<file path="src/rtl/uart_rx_fifo.sv">
module uart_rx_fifo #(
  parameter int DW = 8
) (
  input  logic          clk,
  input  logic          rst_n,
  input  logic          rx_en,
  input  logic          par_chk_en,
  input  logic          rxie,
  input  logic          char_done,
  input  logic [DW-1:0] char_data,
  input  logic          stop_bit,
  input  logic          par_bad,
  input  logic          start_det,
  input  logic          rd,
  output logic [DW-1:0] head_data,
  output logic          head_fe,
  output logic          head_pe,
  output logic          head_dor,
  output logic          rxc,
  output logic          irq
);
  localparam int EW = DW + 2;

  logic [EW-1:0] slot0, slot1, held, new_ent, src;
  logic [1:0]    cnt;
  logic          held_v, ovr;
  logic          full, pop, src_v, push;

  assign full    = (cnt == 2'd2);
  assign pop     = rd && (cnt != 2'd0);
  assign new_ent = {par_chk_en & par_bad, ~stop_bit, char_data};
  assign src     = held_v ? held : new_ent;
  assign src_v   = held_v || char_done;
  assign push    = src_v && (!full || pop);

  always_ff @(posedge clk or negedge rst_n) begin
    if (!rst_n) begin
      slot0 <= '0; slot1 <= '0; held <= '0;
      cnt <= 2'd0; held_v <= 1'b0; ovr <= 1'b0;
    end else if (!rx_en) begin
      slot0 <= '0; slot1 <= '0; held <= '0;
      cnt <= 2'd0; held_v <= 1'b0; ovr <= 1'b0;
    end else begin
      case ({push, pop})
        2'b10: begin
          if (cnt == 2'd0) slot0 <= src;
          else             slot1 <= src;
          cnt <= cnt + 2'd1;
        end
        2'b01: begin
          slot0 <= slot1;
          slot1 <= '0;
          cnt   <= cnt - 2'd1;
        end
        2'b11: begin
          if (cnt == 2'd1) slot0 <= src;
          else begin
            slot0 <= slot1;
            slot1 <= src;
          end
        end
        default: ;
      endcase

      if (held_v) begin
        if (push) begin
          held_v <= char_done;
          held   <= new_ent;
        end
      end else if (char_done && !push) begin
        held_v <= 1'b1;
        held   <= new_ent;
      end

      if (pop)                              ovr <= 1'b0;
      else if (start_det && full && held_v) ovr <= 1'b1;
    end
  end

  assign rxc       = (cnt != 2'd0);
  assign head_data = rxc ? slot0[DW-1:0] : '0;
  assign head_fe   = rxc & slot0[DW];
  assign head_pe   = rxc & slot0[DW+1];
  assign head_dor  = ovr;
  assign irq       = rxc & rxie;


  cnt_bound_chk: assert property (@(posedge clk) disable iff (!rst_n)
    cnt != 2'd3);


  held_only_full_chk: assert property (@(posedge clk) disable iff (!rst_n)
    held_v |-> full);


  dor_cause_chk: assert property (@(posedge clk) disable iff (!rst_n)
    $rose(head_dor) |-> $past(start_det && full && held_v));


  dor_clear_chk: assert property (@(posedge clk) disable iff (!rst_n)
    (pop && rx_en) |=> !head_dor);


  flush_chk: assert property (@(posedge clk) disable iff (!rst_n)
    !rx_en |=> (!rxc && !head_dor));


  swap_stable_chk: assert property (@(posedge clk) disable iff (!rst_n)
    (push && pop && rx_en) |=> $stable(cnt));


  irq_gate_chk: assert property (@(posedge clk) disable iff (!rst_n)
    irq |-> (rxc && rxie));
endmodule

</file>
<file path="config.mk">
export PLATFORM = sky130hd
export DESIGN_NAME = uart_rx_fifo
export DESIGN_NICKNAME = d
export VERILOG_FILES = /design/src/rtl/uart_rx_fifo.sv
export SDC_FILE = /design/constraint.sdc
export NUM_CORES = 1
export LEC_CHECK = 0
export ABC_AREA = 1
export BUFFER_PORTS_ARGS = -buffer_cell sky130_fd_sc_hd__buf_2
export CORE_ASPECT_RATIO = 0.9
export CORE_MARGIN = 4
export CORE_UTILIZATION = 60
export CTS_CLUSTER_SIZE = 28
export DETAILED_ROUTE_END_ITERATION = 10
export HOLD_SLACK_MARGIN = 0.03
export PLACE_DENSITY = 0.93
export SETUP_SLACK_MARGIN = 0.3
export SLEW_MARGIN = 15
export SYNTH_ARGS = -nofsm -noshare
export SYNTH_HDL_FRONTEND = slang
export SYNTH_SLANG_ARGS = --single-unit
</file>
<file path="constraint.sdc">
create_clock -name clk -period 3.12 [get_ports clk]
set_clock_uncertainty 0.1 [all_clocks]
set_input_delay 0.468 -clock clk [delete_from_list [all_inputs] [get_ports clk]]
set_output_delay 0.468 -clock clk [all_outputs]
set_load 0.03 [all_outputs]
</file>
==> impl_metrics.json <==
{
  "hold_class": "input pin to async pin",
  "clock_latency_ns": 0.29,
  "crit_arrival_ns": 2.38,
  "avgSynthCellArea_sq_um": 6.94,
  "core_area_sq_mm": 0.00311,
  "grt_pass1_vias": 1667,
  "cts.clk_slew.worst_paths_ns": 0.07,
  "finalSetupViolations": 0,
  "grt_first_pass_wirelength_mm": 7.27,
  "drv_slew": 0,
  "pre_cts_ws_ns": 0.895,
  "area_growth_pct": 9.93,
  "final_common_cell": "nand2_1",
  "fp.dieArea_sq_mm": 0.00428,
  "post_cts_buffers": 0,
  "place_congestion": 0.909,
  "cpMostUsedCell": "nand2_1",
  "slowest_stage": "ha_1",
  "cp_top_family": "simple AND/OR/NAND/NOR gates",
  "min_period_ns": 2.26,
  "final_core_util_pct": 69.8,
  "r2r_end": "slot1[8]",
  "fmax_mhz": 443,
  "chipHeight_um": 62.5,
  "setup_ws_ns": 0.862,
  "max_cap_violations": 0,
  "netlist_area_sq_mm": 0.00198,
  "vias": 1846,
  "wl_met1_mm": 1.87,
  "routed-wl-met2_mm": 1.95,
  "ys_seq_area_share_pct": 43.0,
  "syn_inst": 285,
  "reg2reg_slack_ns": 0.86,
  "initial_utilization_pct": 63.5,
  "n_antenna_cell": 0,
  "ant_nets": 0,
  "hpwlAfterDp_mm": 3.14,
  "worstMarginPinSlew_ns": 0.739,
  "num_rows": 19,
  "grt_overflow": 0,
  "syn_nets": 306,
  "fin_setup_tns_ns": 0,
  "cp_num_buf_inv": 2,
  "via_per_inst": 5.29,
  "end_kind": "flip-flop",
  "cts_resized": 0,
  "top_layer_used": "met4",
  "firstDrtPassIters": 4,
  "p_total_mw": 1.47,
  "final_cell_mix": "nand2_1 (126), dfrtp_1 (34), nand3_1 (33)",
  "r2r-start": "cnt[0]",
  "ir_drop_mv": 0.330,
  "cts_buffer_depth": 2,
  "final-hold-violation-count": 0,
  "crit_chain": "inv_1, ha_1, inv_2, nand2_4, nand4_1, nand3_2, nand2_1, nand2_1",
  "max_slew_margin_pct": 50.8,
  "yosysWarnings": 0,
  "clockRootBuffer": "clkbuf_8",
  "rsz0062_at_grt": "false",
  "reg2reg_depth": 8,
  "cp.required_ns": 3.24,
  "crit_fanout": 13,
  "antenna_found_initial": 0,
  "cts_sinks": 34,
  "cts_max_level": 2,
  "cts_hold_buf": 0,
  "cellPowerDensity_mw_per_mm2": 675,
  "drt_iter0_drc": 125,
  "die_w_um": 68.5,
  "io_pins": 31,
  "grt_use_total_pct": 22.0,
  "hold_ws_ns": 0.145,
  "finalWirelength_mm": 4.23,
  "layout-drive-gt1-share_pct": 16.6,
  "wl_met3_um": 360,
  "wire_per_inst_um": 12.1,
  "drcViolationCount": 0,
  "cts_tree": "built",
  "cp_slowest_stage_delay_ns": 0.44,
  "ys_ff_latch": 34,
  "synth_cell_types": 23,
  "power_leakage_nw": 1.26,
  "grt_max_degree": 35,
  "port_buffers": 30,
  "cts_buffers": 5,
  "path_class": "flip-flop to flip-flop",
  "timing.final.crit_share_pct": 72.4,
  "worstSetupStartpointType": "flip-flop",
  "status": "completed",
  "final_nets": 328
}
## synthesized netlist by cell type
master / count / share of area [%]
inv_1: 15 / 2.8
buf_2: 6 / 1.5
buf_4: 4 / 1.5
nand2_4: 1 / 0.57
o21a_1: 1 / 0.38
clkbuf_1: 3 / 0.57
nor2_1: 25 / 4.7
a211oi_1: 1 / 0.38
o21ai_1: 1 / 0.25
nor2_4: 2 / 1.1
nand2_1: 126 / 24
nand3_2: 1 / 0.51
nand4_1: 13 / 4.1
inv_2: 6 / 1.1
o21ai_0: 2 / 0.51
dfrtp_1: 34 / 43
nor2_2: 1 / 0.32
o21ai_2: 1 / 0.44
ha_1: 3 / 1.9
nand3_1: 33 / 8.3
buf_6: 1 / 0.57
nand2_2: 3 / 0.95
buf_1: 2 / 0.38
## worst max-delay path by stage
stage,from,to,cells past startpoint
after floorplan,cnt[0],head_data[0],4
after global placement,cnt[0],slot1[4],9
after detailed placement,cnt[0],slot1[8],9
after CTS,cnt[0],slot1[0],9
after global routing,cnt[0],slot1[4],8
final,cnt[0],slot1[8],8
## area by class of cell
cell class | instances | area [sq um]
multi-input cells | 214 | 958
flip-flops and latches | 34 | 851
repair buffers | 31 | 158
clock buffers | 7 | 76.3
well taps | 42 | 52.6
inverters | 21 | 78.8
fillers | 265 | 940
## cells by family after synthesis
family | count (synthesis) | synth area share (%)
flops | 34 | 43.0
simple gates | 205 | 44.6
compound gates | 6 | 1.96
fa+ha+maj | 3 | 1.90
buf+inv | 37 | 8.54
## per-stage QoR
stage / instances / instance area [sq um]
4_1_cts: 349 / 2170
3_3_place_gp: 342 / 2100
6_report: 349 / 2170
3_5_place_dp: 342 / 2100
2_1_floorplan: 285 / 1980
5_1_grt: 349 / 2170
## layer usage
layer	vias to the layer above	global-route usage, %
met5	-	0
met3	7	5.04
met4	0	7.69
met1	817	30.3
met2	82	33.5
li1	940	-
## flip-flops by register name (all words and copies together) (netlist names)
signal	cells
head_dor	1
slot1	10
slot0	10
cnt	2
held_v	1
held	10
## worst reg2reg max path: cells and delay by family (launching register included)
| family | cells | cell delay, ns |
|---|---|---|
| AND/OR/NAND/NOR | 5 | 1.04 |
| adder cells (fa/ha/maj) | 1 | 0.44 |
| flip-flops | 1 | 0.39 |
| buffers and inverters | 2 | 0.24 |
## where the power goes
part,switching (mW),internal (mW)
Sequential,0.0588,0.533
Clock,0.146,0.153
Combinational,0.412,0.165
Total,0.617,0.851
(Power assumes the default switching activity.)
